[config.mk]
export PLATFORM = sky130hd
export DESIGN_NAME = prescaled_match_timer
export DESIGN_NICKNAME = d
export VERILOG_FILES = /design/src/rtl/ptmr_pkg.sv /design/src/rtl/ptmr_datapath.sv /design/src/rtl/ptmr_ctrl.sv /design/src/rtl/prescaled_match_timer.sv
export SDC_FILE = /design/constraint.sdc
export NUM_CORES = 1
export LEC_CHECK = 0
export ABC_AREA = 1
export BUFFER_PORTS_ARGS = -buffer_cell sky130_fd_sc_hd__buf_2
export CAP_MARGIN = 25
export CORE_UTILIZATION = 50
export CTS_BUF_LIST = sky130_fd_sc_hd__clkbuf_16
export CTS_CLUSTER_SIZE = 20
export DETAILED_ROUTE_END_ITERATION = 8
export GPL_ROUTABILITY_DRIVEN = 0
export PLACE_DENSITY = 0.75
export SLEW_MARGIN = 20
export SYNTH_ARGS = -nofsm -noshare
export SYNTH_HDL_FRONTEND = slang
export SYNTH_HIERARCHICAL = 1
export SYNTH_SLANG_ARGS = --single-unit
[constraint.sdc]
create_clock -name clk -period 3.3 [get_ports clk]
set_input_delay 0.165 -clock clk [delete_from_list [all_inputs] [get_ports clk]]
set_output_delay 0.165 -clock clk [all_outputs]
set_load 0.005 [all_outputs]
[src/rtl/ptmr_pkg.sv]
`timescale 1ns/1ps
package ptmr_pkg;
  localparam int ADDR_W = 4;
  localparam logic [ADDR_W-1:0] A_CTRL     = 4'd0;
  localparam logic [ADDR_W-1:0] A_PRESCALE = 4'd1;
  localparam logic [ADDR_W-1:0] A_PCOUNT   = 4'd2;
  localparam logic [ADDR_W-1:0] A_COUNT    = 4'd3;
  localparam logic [ADDR_W-1:0] A_MCTL     = 4'd4;
  localparam logic [ADDR_W-1:0] A_ISTAT    = 4'd5;
  localparam logic [ADDR_W-1:0] A_MATCH0   = 4'd8;

  // strobes from control to datapath, one cycle each
  typedef struct packed {
    logic clearAll;  // zero both counters
    logic loadCnt;   // load counter from write data
    logic runCnt;    // counting allowed this cycle
    logic wrapZero;  // a hit asks the counter to go to zero
  } dpStrobe_t;
endpackage

[src/rtl/ptmr_datapath.sv]
`timescale 1ns/1ps
module ptmr_datapath
  import ptmr_pkg::*;
#(
  parameter int CNT_W     = 32,
  parameter int PRE_W     = 32,
  parameter int NUM_MATCH = 2
) (
  input  logic                                clk,
  input  logic                                rstN,
  input  dpStrobe_t                           strb,
  input  logic [CNT_W-1:0]                    loadVal,
  input  logic [PRE_W-1:0]                    preLimit,
  input  logic [NUM_MATCH-1:0][CNT_W-1:0]     matchVal,
  output logic [NUM_MATCH-1:0]                hitVec,
  output logic [CNT_W-1:0]                    countVal,
  output logic [PRE_W-1:0]                    preCount
);
  logic [CNT_W-1:0] cnt;
  logic [PRE_W-1:0] preCnt;
  logic             tickNow;
  logic [CNT_W-1:0] nextCnt;

  assign tickNow = strb.runCnt && (preCnt >= preLimit);
  assign nextCnt = cnt + CNT_W'(1);

  for (genvar k = 0; k < NUM_MATCH; k++) begin : g_cmp
    assign hitVec[k] = tickNow && (nextCnt == matchVal[k]);
  end

  always_ff @(posedge clk or negedge rstN) begin
    if (!rstN) begin
      cnt    <= '0;
      preCnt <= '0;
    end else if (strb.clearAll) begin
      cnt    <= '0;
      preCnt <= '0;
    end else if (strb.loadCnt) begin
      cnt <= loadVal;
    end else if (strb.runCnt) begin
      if (tickNow) begin
        preCnt <= '0;
        cnt    <= strb.wrapZero ? '0 : nextCnt;
      end else begin
        preCnt <= preCnt + PRE_W'(1);
      end
    end
  end

  assign countVal = cnt;
  assign preCount = preCnt;

  // a clear strobe leaves both counters at zero
  a_r2_clear_zeroes: assert property (@(posedge clk) disable iff (!rstN)
    strb.clearAll |=> (countVal == '0 && preCount == '0));
  // no step, no change of the counter
  a_r3_idle_holds: assert property (@(posedge clk) disable iff (!rstN)
    (!strb.clearAll && !strb.loadCnt && !tickNow) |=> $stable(countVal));
  // all ones steps to zero
  a_r4_wrap: assert property (@(posedge clk) disable iff (!rstN)
    (tickNow && !strb.wrapZero && countVal == '1) |=> countVal == '0);
  // zero-on-hit
  a_r6_zero_on_hit: assert property (@(posedge clk) disable iff (!rstN)
    (tickNow && strb.wrapZero) |=> countVal == '0);
  // load lands next edge
  a_r12_load: assert property (@(posedge clk) disable iff (!rstN)
    (strb.loadCnt && !strb.clearAll) |=> countVal == $past(loadVal));
endmodule

[src/rtl/ptmr_ctrl.sv]
`timescale 1ns/1ps
module ptmr_ctrl
  import ptmr_pkg::*;
#(
  parameter int CNT_W     = 32,
  parameter int PRE_W     = 32,
  parameter int NUM_MATCH = 2,
  parameter int DATA_W    = 32
) (
  input  logic                             clk,
  input  logic                             rstN,
  input  logic                             regWrEn,
  input  logic [ADDR_W-1:0]                regAddr,
  input  logic [DATA_W-1:0]                regWrData,
  input  logic [NUM_MATCH-1:0]             hitVec,
  input  logic [CNT_W-1:0]                 countVal,
  input  logic [PRE_W-1:0]                 preCount,
  output dpStrobe_t                        strb,
  output logic [CNT_W-1:0]                 loadVal,
  output logic [PRE_W-1:0]                 preLimit,
  output logic [NUM_MATCH-1:0][CNT_W-1:0]  matchVal,
  output logic [DATA_W-1:0]                regRdData,
  output logic                             irq
);
  localparam int MCTL_W = 3 * NUM_MATCH;

  logic                 ctrlRun, ctrlClr;
  logic [PRE_W-1:0]     preReg;
  logic [MCTL_W-1:0]    mctl;
  logic [NUM_MATCH-1:0] intStat;
  logic [NUM_MATCH-1:0] irqSel, rstSel, stopSel, wrMatch;
  logic                 wrCtrl, wrPre, wrCount, wrMctl, wrIstat;
  logic [NUM_MATCH-1:0] clrMask;

  assign wrCtrl  = regWrEn && regAddr == A_CTRL;
  assign wrPre   = regWrEn && regAddr == A_PRESCALE;
  assign wrCount = regWrEn && regAddr == A_COUNT;
  assign wrMctl  = regWrEn && regAddr == A_MCTL;
  assign wrIstat = regWrEn && regAddr == A_ISTAT;

  for (genvar k = 0; k < NUM_MATCH; k++) begin : g_chan
    assign irqSel[k]  = mctl[3*k];
    assign rstSel[k]  = mctl[3*k+1];
    assign stopSel[k] = mctl[3*k+2];
    assign wrMatch[k] = regWrEn && regAddr == (A_MATCH0 + ADDR_W'(k));
    always_ff @(posedge clk or negedge rstN) begin
      if (!rstN)           matchVal[k] <= '0;
      else if (wrMatch[k]) matchVal[k] <= regWrData[CNT_W-1:0];
    end
  end

  always_comb begin
    strb.clearAll = ctrlClr || (wrCtrl && regWrData[1]);
    strb.loadCnt  = wrCount;
    strb.runCnt   = ctrlRun && !strb.clearAll && !wrCount;
    strb.wrapZero = |(hitVec & rstSel);
  end
  assign loadVal  = regWrData[CNT_W-1:0];
  assign preLimit = preReg;
  assign clrMask  = wrIstat ? regWrData[NUM_MATCH-1:0] : '0;

  always_ff @(posedge clk or negedge rstN) begin
    if (!rstN) begin
      ctrlRun <= 1'b0;
      ctrlClr <= 1'b0;
      preReg  <= '0;
      mctl    <= '0;
      intStat <= '0;
    end else begin
      if (wrCtrl) begin
        ctrlRun <= regWrData[0];
        ctrlClr <= regWrData[1];
      end else if (|(hitVec & stopSel)) begin
        ctrlRun <= 1'b0;
      end
      if (wrPre)  preReg <= regWrData[PRE_W-1:0];
      if (wrMctl) mctl   <= regWrData[MCTL_W-1:0];
      intStat <= (intStat & ~clrMask) | (hitVec & irqSel);
    end
  end

  assign irq = |intStat;

  always_comb begin
    regRdData = '0;
    case (regAddr)
      A_CTRL:     regRdData = DATA_W'({ctrlClr, ctrlRun});
      A_PRESCALE: regRdData = DATA_W'(preReg);
      A_PCOUNT:   regRdData = DATA_W'(preCount);
      A_COUNT:    regRdData = DATA_W'(countVal);
      A_MCTL:     regRdData = DATA_W'(mctl);
      A_ISTAT:    regRdData = DATA_W'(intStat);
      default: begin
        for (int k = 0; k < NUM_MATCH; k++)
          if (regAddr == (A_MATCH0 + ADDR_W'(k))) regRdData = DATA_W'(matchVal[k]);
      end
    endcase
  end

  // a stop hit clears run unless software writes control
  a_r7_stop: assert property (@(posedge clk) disable iff (!rstN)
    (|(hitVec & stopSel) && !wrCtrl) |=> !ctrlRun);
  // written ones clear their flags when no hit competes
  a_r8_w1c: assert property (@(posedge clk) disable iff (!rstN)
    (wrIstat && hitVec == '0) |=> (intStat & $past(regWrData[NUM_MATCH-1:0])) == '0);
  // interrupt stays up until a flag write
  a_r9_irq_sticky: assert property (@(posedge clk) disable iff (!rstN)
    (irq && !wrIstat) |=> irq);
  // writing zero to control stops counting
  a_r10_halt: assert property (@(posedge clk) disable iff (!rstN)
    (wrCtrl && regWrData[1:0] == 2'b00) |=> !ctrlRun);
endmodule

[src/rtl/prescaled_match_timer.sv]
`timescale 1ns/1ps
module prescaled_match_timer
  import ptmr_pkg::*;
#(
  parameter int CNT_W     = 32,
  parameter int PRE_W     = 32,
  parameter int NUM_MATCH = 2,
  parameter int DATA_W    = 32
) (
  input  logic              clk,
  input  logic              rstN,
  input  logic              regWrEn,
  input  logic [3:0]        regAddr,
  input  logic [DATA_W-1:0] regWrData,
  output logic [DATA_W-1:0] regRdData,
  output logic              irq
);
  dpStrobe_t                       strb;
  logic [CNT_W-1:0]                loadVal;
  logic [PRE_W-1:0]                preLimit;
  logic [NUM_MATCH-1:0][CNT_W-1:0] matchVal;
  logic [NUM_MATCH-1:0]            hitVec;
  logic [CNT_W-1:0]                countVal;
  logic [PRE_W-1:0]                preCount;

  ptmr_ctrl #(.CNT_W(CNT_W), .PRE_W(PRE_W), .NUM_MATCH(NUM_MATCH), .DATA_W(DATA_W)) u_ctrl (
    .clk(clk), .rstN(rstN), .regWrEn(regWrEn), .regAddr(regAddr),
    .regWrData(regWrData), .hitVec(hitVec), .countVal(countVal),
    .preCount(preCount), .strb(strb), .loadVal(loadVal),
    .preLimit(preLimit), .matchVal(matchVal), .regRdData(regRdData),
    .irq(irq)
  );

  ptmr_datapath #(.CNT_W(CNT_W), .PRE_W(PRE_W), .NUM_MATCH(NUM_MATCH)) u_dp (
    .clk(clk), .rstN(rstN), .strb(strb), .loadVal(loadVal),
    .preLimit(preLimit), .matchVal(matchVal), .hitVec(hitVec),
    .countVal(countVal), .preCount(preCount)
  );

  // interrupt low on the first cycle out of reset
  a_r1_reset_quiet: assert property (@(posedge clk) disable iff (!rstN)
    $rose(rstN) |-> !irq);
endmodule

# Word level (Yosys, flattened, before mapping)
# Index checks and enable logic that the tools add are counted.
[word_totals]
reg_bits = 170
latchBits = 0
mem_bits_rw = 0
mem_bits_ro = 0
input_bits = 39
word_cells = 69
memories = 0
[op_classes]
addsub = 2
mul = 0
n_div = 0
order_cmp = 1
n_eq_ne = 10
shift = 0
n_mux = 15
bitwise = 6
reduce_logical = 26
[op_table]
columns = ["op", "count"]
rows = [
  ["$mux 32", 11],
  ["$pmux 32 s6", 1],
  ["$add 32x1->32 const B", 2],
  ["$eq 32x32->1", 2],
  ["$ge 32x32->1", 1],
  ["$logic_and 1x1->1", 13],
  ["$and 2x2->2", 4],
  ["$eq 4x2->1 const B", 2],
  ["$eq 4x3->1 const B", 2],
  ["$eq 4x4->1 const B", 2],
  ["$reduce_bool 3->1", 2],
  ["$reduce_or 2->1", 3],
  ["$eq 4x1->1 const B", 1],
  ["$logic_not 4->1", 1],
  ["$reduce_and 2->1", 2],
  ["$reduce_bool 2->1", 2],
  ["$logic_not 1->1", 2],
  ["$mux 1", 2],
  ["$mux 2", 1],
  ["$ne 2x2->1 const B", 1],
  ["$not 2->2", 1],
  ["$or 2x2->2", 1],
  ["$logic_or 1x1->1", 1],
]

# Depth between registers and ports, before layout
# Gate-level depths: netlist of the first run.
[depth]
depth_word = 16
mapped_depth = 23

# Cells and area by module
# The synthesis of the first run kept the hierarchy.
[by_module_without_submodules]
columns = ["module", "n_inst", "cells_each", "area_each_um2", "seq_area_each_um2"]
rows = [
  ["ptmr_datapath", 1, 1084, 6592.6, 1601.5],
  ["ptmr_ctrl", 1, 760, 5773.0, 2652.5],
]

# Worst setup path after synthesis of the first run
# No wires, ideal clock.
[synth_path]
path_kind = "register to register"
from = "reg u_dp.cnt[0] (netlist: u_dp/countVal[0])"
to = "reg u_dp.cnt[6] (netlist: u_dp/countVal[6])"
setup_ps = 130
t_arrival_ps = 3032
required_time_ps = 3170
path_slack_ps = 138
path_stages_with_launch = 21
synth_period_minus_slack_ps = 3162
cell_sequence = "dfrtp_1 > ha_1 > nand2_2 > nor2_8 > nand2_4 > nor2_4 > nand3_1 > nand2_1 > xor2_1 > nand2_1 > nor2_1 > nand3_1 > nor2_1 > a22o_1 > inv_1 > nand2_1 > clkbuf_1 > clkbuf_1 > o22ai_1 > nand2_1 > o21ai_0"
[synth_lines]
columns = ["item", "line", "text"]
rows = [
  ["from (decl)", "ptmr_datapath.sv:19", "logic [CNT_W-1:0] cnt;"],
  ["from (signal assigned)", "ptmr_datapath.sv:39", "cnt <= loadVal;"],
  ["from (signal assigned)", "ptmr_datapath.sv:43", "cnt <= strb.wrapZero ? '0 : nextCnt;"],
]

==> impl_metrics.tcl, run 1 <==
set metrics [dict create \
    status "finished, final reports clean" \
    power_density_nw_per_um2 480 \
    final_nets 1959 \
    synth_area_leaders "dfrtp_1 (34%), nand2_1 (16%), nand3_1 (9.7%)" \
    place_hpwl_um 29600 \
    io_buffers 71 \
    utilization_pct 56.6 \
    ant_nets 0 \
    ir_drop_uv 370 \
    maxCapViolCount 0 \
    cts.clk_slew.worst_paths_ns 0.07 \
    die-area_um2 25400 \
    synthCells 1844 \
    cts_buffers 17 \
    overflow 0 \
    multiInputGateArea_um2 6770 \
    setup_violations 0 \
    start_kind "register" \
    area_delta_synth_final_pct 11.3 \
    synth_area_leader_cell "dfrtp_1" \
    crit_family "simple AND/OR/NAND/NOR gates" \
    first_pass_iters 8 \
    whs_ns 0.0210 \
    slew_headroom_pct 45.9 \
    cts_tree "built" \
    grt_pass1_wl_um 63400 \
    dieWidth_um 159 \
    worstSetupPathType "reg2reg" \
    root_buffer "clkbuf_16" \
    routed-wl-met3_um 4330 \
    fin_crit_sh_pct 96.8 \
    grt_usage_pct 31.8 \
    synth.net_count 1917 \
    crit_chain "buf_4 -> nand2_1 -> nor2_4 -> nand2_4 -> nor2_4 -> nand3_1 -> nand2_2 -> nand2_1 -> nand2_1 -> nand3_1 -> nor2_1 -> nand3_1 -> nor2_2 -> a22o_1 -> inv_2 -> nand2_4 -> buf_12 -> o22ai_1 -> nand2_1 -> o21ai_0" \
    syn_area_um2 12400 \
    htreeDepth 4 \
    synthArstFlopShare_pct 100 \
    vias 13000 \
    crit_buf_inv 3 \
    via_per_inst 5.85 \
    wire_per_inst_um 18.3 \
    leakage_nw 6.63 \
    initial_utilization_pct 50.8 \
    critical_path_arrival_ns 3.45 \
    drtIter0Drc 1801 \
    wl_met2_um 17900 \
    cpPeakStageDelay_ns 0.42 \
    ctsLongestPathBuffers 2 \
    ys_seq_area_share_pct 34.4 \
    ys_seq_elements 170 \
    ys_types 37 \
    drc 0 \
    synth_top_cell_area_share_pct 34.4 \
    avgSynthCellArea_um2 6.71 \
    worst_pin_slew_ns 0.811 \
    nFillCells 2266 \
    seqCellArea_um2 4260 \
    cp_max_fo 15 \
    antenna_found_initial 0 \
    synth-main-ff-cell "dfrtp_1" \
    drv_slew 0 \
    final.min_clock_period_ns 3.19 \
    ios 72 \
    power_w 0.00660 \
    clock_latency_ns 0.43 \
    synth_edf_count 0 \
    cts.sinks 170 \
    routed.top_layer "met4" \
    grt_start_max_net_pins 80 \
    worstHoldPathType "in2reg" \
    fmax_mhz 313 \
    hold_viol 0 \
    drive_above_1_share_pct 11.9 \
    crit_top_cell "nand2_1" \
    rsz0062_at_grt "no" \
    skew_ns 0.0118 \
    die_h_um 159 \
    cpMaxStageDelayCell "dfrtp_1" \
    wl_um 40700 \
    rows 57 \
    wl_met1_um 16700 \
    synth_warnings 6 \
    grt_pass1_vias 11500 \
    critPathRequiredTime_ns 3.56 \
    rrSetupSlack_ns 0.11 \
    cp-end-kind "register" \
    tns_ns 0 \
    coreArea_um2 24300 \
]
layer usage:
| metal | track usage (%) | vias to the layer above |
|---|---|---|
| li1 | - | 6037 |
| met1 | 43.7 | 6071 |
| met2 | 48.6 | 750 |
| met3 | 7.29 | 136 |
| met4 | 12.5 | 0 |
| met5 | 1.52 | - |
repair_timing:
item | in CTS | in global routing
setup endpoints to repair | 1 | 29
hold buffers | 1 | 0
pin swaps | 0 | 7
endpoints found under the hold margin | 76 | 0
setup buffers | 0 | 8
gates cloned | 0 | 1
resized for setup | 1 | 25
layout make-up:
class	count	share of cell area, %
clock inverters	14	1.32
repair buffers	126	5.95
inverters	240	6.54
diodes	1	0.0182
well taps	324	2.95
flip-flops and latches	170	30.9
multi-input cells	1331	49.2
clock buffers	17	3.09
worst register-to-register path, cell delays in order, from the launching register on:
cell and delay, ns:
dfrtp_1 0.42, buf_4 0.15, nand2_1 0.12, nor2_4 0.19
nand2_4 0.13, nor2_4 0.19, nand3_1 0.14, nand2_2 0.16
nand2_1 0.06, nand2_1 0.06, nand3_1 0.08, nor2_1 0.19
nand3_1 0.13, nor2_2 0.15, a22o_1 0.17, inv_2 0.07
nand2_4 0.11, buf_12 0.16, o22ai_1 0.09, nand2_1 0.11
o21ai_0 0.14
sequential cells by signal (all words and copies together) (netlist names):
register         flops
u_ctrl/ctrlRun       1
u_ctrl/ctrlClr       1
u_ctrl/preLimit     32
u_ctrl/matchVal     64
u_ctrl/mctl          6
u_ctrl/intStat       2
u_dp/countVal       32
u_dp/preCount       32
cell usage after synthesis (18+ instances only):
master	instances
nand4_1	53
buf_2	18
o22ai_1	31
o21ai_0	77
clkbuf_1	44
nor2_1	111
o21a_1	39
ha_1	34
o21ai_1	67
nand3_1	239
dfrtp_1	170
xor2_1	25
nand2_1	543
buf_4	39
inv_1	234
stage by stage:
stage | cell area [µm²] | setup slack [ns] | instances
after CTS | 13600 | 0.0374 | 2213
after global routing | 13800 | 0.0154 | 2222
after floorplan | 12400 | 0.138 | 1844
final | 13800 | 0.106 | 2223
after detailed placement | 13000 | 0.0374 | 2181
after global placement | 13000 | 0.0666 | 2181
cell usage in the layout, fill, tap and decap left out, types with 4 or more instances in the layout:
cell type and count:
a21oi_1 15, o22ai_1 31, clkbuf_16 18, xor2_1 24, nor3_1 16, or2_2 4
nand4_1 53, nor2_4 12, clkinv_4 4, nand2_4 4, o21ai_1 67, buf_4 51
nand2_2 12, bufinv_16 4, o21ai_0 77, buf_2 70, nand2_1 539, xnor2_1 10
ha_1 33, nand3_1 238, nor2_2 17, dfrtp_1 167, inv_2 7, nand3b_1 17
inv_1 234, o21a_1 39, nor2_1 99
logic make-up after synthesis:
group           after synthesis  synth area share (%)
compound gates              238                  10.9
buf+inv                     343                  11.8
flops                       170                  34.4
fa+ha+maj                    34                  3.44
xor+xnor                     35                  2.48
simple gates               1024                  37.0
power breakdown:
part,switching [W],leakage (nW),internal [W],total [W]
clock network,0.000868,0.303,0.00126,0.00212
registers,0.000425,2.18,0.00241,0.00283
logic,0.00102,4.14,0.000631,0.00165
total,0.00231,6.63,0.00429,0.00660
worst paths after layout:
| path | from | depth (start not counted) | endpoint |
|---|---|---|---|
| worst max-delay path | u_dp/countVal[6]$_DFFE_PN0P_ | 20 | u_dp/countVal[3]$_DFFE_PN0P_ |
| max in group asynchronous | rstN | 3 | u_ctrl/matchVal[56]$_DFFE_PN0P_ |
| min in group asynchronous | rstN | 2 | u_ctrl/preLimit[3]$_DFFE_PN0P_ |
| worst min-delay path | regWrData[14] | 3 | u_ctrl/matchVal[46]$_DFFE_PN0P_ |
| worst min register to register | u_ctrl/intStat[0]$_DFF_PN0_ | 2 | u_ctrl/intStat[0]$_DFF_PN0_ |
| worst max register to register | u_dp/countVal[6]$_DFFE_PN0P_ | 20 | u_dp/countVal[3]$_DFFE_PN0P_ |
No activity file was read; power rests on OpenSTA's default activity.
==> inputs of run 2 (changes only) <==
ABC_AREA = not set   (was 1)
==> run 2 against run 1 <==
The run now ends with setup timing left. Maximum frequency fell by 17%. Final cell count is 14% lower. Cell area grew 7.9%. Sequential share of layout area is 2.3 points lower. Synthesized cell count fell by 22%. Clock skew is 0.0011 ns lower. Via count is 7.2% lower. Register-to-register slack worse by 0.64 ns. Combinational power rose by 19%. Hold slack improved by 0.013 ns. Highest routed layer unchanged.
==> impl_metrics.tcl, run 2 <==
set metrics [dict create \
    synthArstFlopShare_pct 100 \
    violations "setup timing" \
    synth.net_count 1503 \
    grt_pass1_vias 11600 \
    critPathRequiredTime_ns 3.61 \
    final_nets 1643 \
    startpoint "u_dp/countVal[18]$_DFFE_PN0P_" \
    cts.clk_slew.worst_paths_ns 0.07 \
    die_h_um 161 \
    dieWidth_um 161 \
    post_dp_cell_area_um2 14100 \
    min-delay-start "regWrData[30]" \
    ys_types 73 \
    ir_drop_uv 298 \
    cts_tree "built" \
    die-area_um2 25900 \
    synthCells 1430 \
    setup_violations 34 \
    start_kind "register" \
    synth_most_common_cell "a21oi_1" \
    drc 0 \
    antenna_found_initial 0 \
    drive_above_1_share_pct 27.1 \
    initial_utilization_pct 51.4 \
    rsz0062_at_grt "yes" \
    cp-end-kind "register" \
    critical_path_arrival_ns 4.15 \
    worst_pin_slew_ns 0.827 \
    status "finished with violations" \
    cp_max_fo 7 \
    synth_warnings 6 \
    drv_slew 0 \
    skew_ns 0.0107 \
    htreeDepth 4 \
    clock_latency_ns 0.44 \
    nFillCells 2054 \
    synth_area_leader_cell "dfrtp_1" \
    synth_edf_count 0 \
    worst_slack_ns -0.533 \
    ctsLongestPathBuffers 2 \
    cpPeakStageDelay_ns 0.58 \
    first_pass_iters 8 \
    ios 72 \
    fmax_mhz 261 \
    ant_nets 0 \
    vias 12100 \
    area_delta_synth_final_pct 17.7 \
    synth_top_cell_area_share_pct 33.7 \
    fin_area_um2 14800 \
    overflow 0 \
    synthTopCellsByCount "a21oi_1 (178), dfrtp_1 (170), nand2_1 (123)" \
    final.min_clock_period_ns 3.83 \
    worstSetupPathType "reg2reg" \
    worstHoldPathType "in2reg" \
    slew_headroom_pct 44.7 \
    ys_seq_area_share_pct 33.7 \
    layout_commonest_cell "buf_4" \
    hold_viol 0 \
    grt_start_max_net_pins 72 \
    largest_reg_flops 64 \
    coreArea_um2 24500 \
    crit_chain "inv_1 -> or4_4 -> buf_6 -> nor4_4 -> nand2_1 -> buf_6 -> nand3b_1 -> o2111ai_2 -> or4_4 -> nor4_4 -> a22o_1 -> buf_12 -> a21oi_1 -> a211o_1 -> o21ai_1 -> a2111oi_1" \
    rows 57 \
    place_ws_ns -0.514 \
    synth-main-ff-cell "dfrtp_1" \
    cts_buffers 17 \
    mostFrequentLayoutCells "buf_4 (183), a21oi_1 (177), dfrtp_1 (170)" \
    drtIter0Drc 1518 \
    syn_area_um2 12600 \
    io_buffers 71 \
    wl_um 40700 \
    place_hpwl_um 29600 \
    maxCapViolCount 0 \
    power_density_nw_per_um2 463 \
    grt_pass1_wl_um 63500 \
    top_register "u_ctrl/matchVal" \
    ys_seq_elements 170 \
    cpMaxStageDelayCell "or4_4" \
    leakage_nw 6.75 \
    cts.sinks 170 \
    wire_per_inst_um 21.4 \
    via_per_inst 6.33 \
    synth_area_leaders "dfrtp_1 (34%), a21oi_1 (7.1%), mux2_2 (5.9%)" \
    root_buffer "clkbuf_16" \
    avgSynthCellArea_um2 8.82 \
    r2r-start "u_dp/countVal[18]$_DFFE_PN0P_" \
    fin_crit_sh_pct 116 \
    grt_usage_pct 31.5 \
    diodes 0 \
]
## run 2: area by class of cell
cell class	count	area [µm²]	area share, %
Inverter	51	191	1.29
Clock inverter	14	170	1.15
Sequential cell	170	4250	28.7
Multi-Input combinational cell	1066	7520	50.6
Clock buffer	17	425	2.87
Tap cell	324	405	2.73
Timing Repair Buffer	264	1880	12.7
## run 2: per-layer routing
layer,track usage [%],vias up,share of wire (%)
met5,0,-,0
met4,16.4,0,5.0
met3,5.24,129,9.0
met2,51.0,708,47
met1,40.5,5806,39
li1,-,5415,-
## run 2: worst paths after layout
path,slack (ns),depth (start not counted),endpoint
setup / recovery,-0.53,16,u_dp/countVal[7]$_DFFE_PN0P_
hold / removal,0.03,2,u_ctrl/matchVal[62]$_DFFE_PN0P_
setup reg to reg,-0.53,16,u_dp/countVal[7]$_DFFE_PN0P_
hold reg to reg,0.53,1,u_ctrl/preLimit[4]$_DFFE_PN0P_
max in group asynchronous,1.92,3,u_ctrl/ctrlClr$_DFFE_PN0N_
min in group asynchronous,0.29,2,u_ctrl/matchVal[26]$_DFFE_PN0P_
## run 2: stage by stage
| step | power, W | util, % | cells | setup TNS (ns) | hold WS [ns] |
|---|---|---|---|---|---|
| after floorplan | 0.00399 | - | 1430 | -6.21 | -0.131 |
| after CTS | 0.00683 | 60.4 | 1905 | -9.76 | 0.0181 |
| after detailed placement | 0.00469 | 57.3 | 1865 | -12.96 | 0.230 |
| after global routing | 0.00715 | 60.5 | 1906 | -16.75 | 0.0311 |
| final | 0.00688 | 60.5 | 1906 | -13.30 | 0.0341 |
| after global placement | 0.00462 | 57.3 | 1865 | -9.59 | 0.228 |
## run 2: report_power, final
group	switching (W)	leakage (nW)	total, W	internal (W)
combinational	0.00105	4.27	0.00197	0.000920
clock	0.000917	0.289	0.00211	0.00119
sequential	0.000386	2.19	0.00279	0.00241
total	0.00236	6.75	0.00688	0.00452
## run 2: critical path: cells and delay by family (launching register included)
kind / cells / cell delay [ns]
AND/OR/NAND/NOR: 6 / 1.79
AO/OA/AOI/OAI: 6 / 0.91
buffers and inverters: 4 / 0.52
flip-flops: 1 / 0.48
## run 2: cell families after synthesis
family | Yosys count | synth area share (%)
buf+inv | 194 | 7.82
mux | 137 | 12.8
xor+xnor | 86 | 5.97
compound gates | 445 | 21.0
flops | 170 | 33.7
fa+ha+maj | 34 | 3.37
simple gates | 364 | 15.3
## run 2: timing repair
| action | CTS | global route |
|---|---|---|
| hold buffers | 1 | 0 |
| resized for setup | 42 | 5 |
| hold endpoints to repair | 67 | 0 |
| endpoints found under the setup margin | 33 | 35 |
| cloned | 1 | 0 |
| pin swaps | 10 | 3 |
| buffers inserted | 7 | 1 |
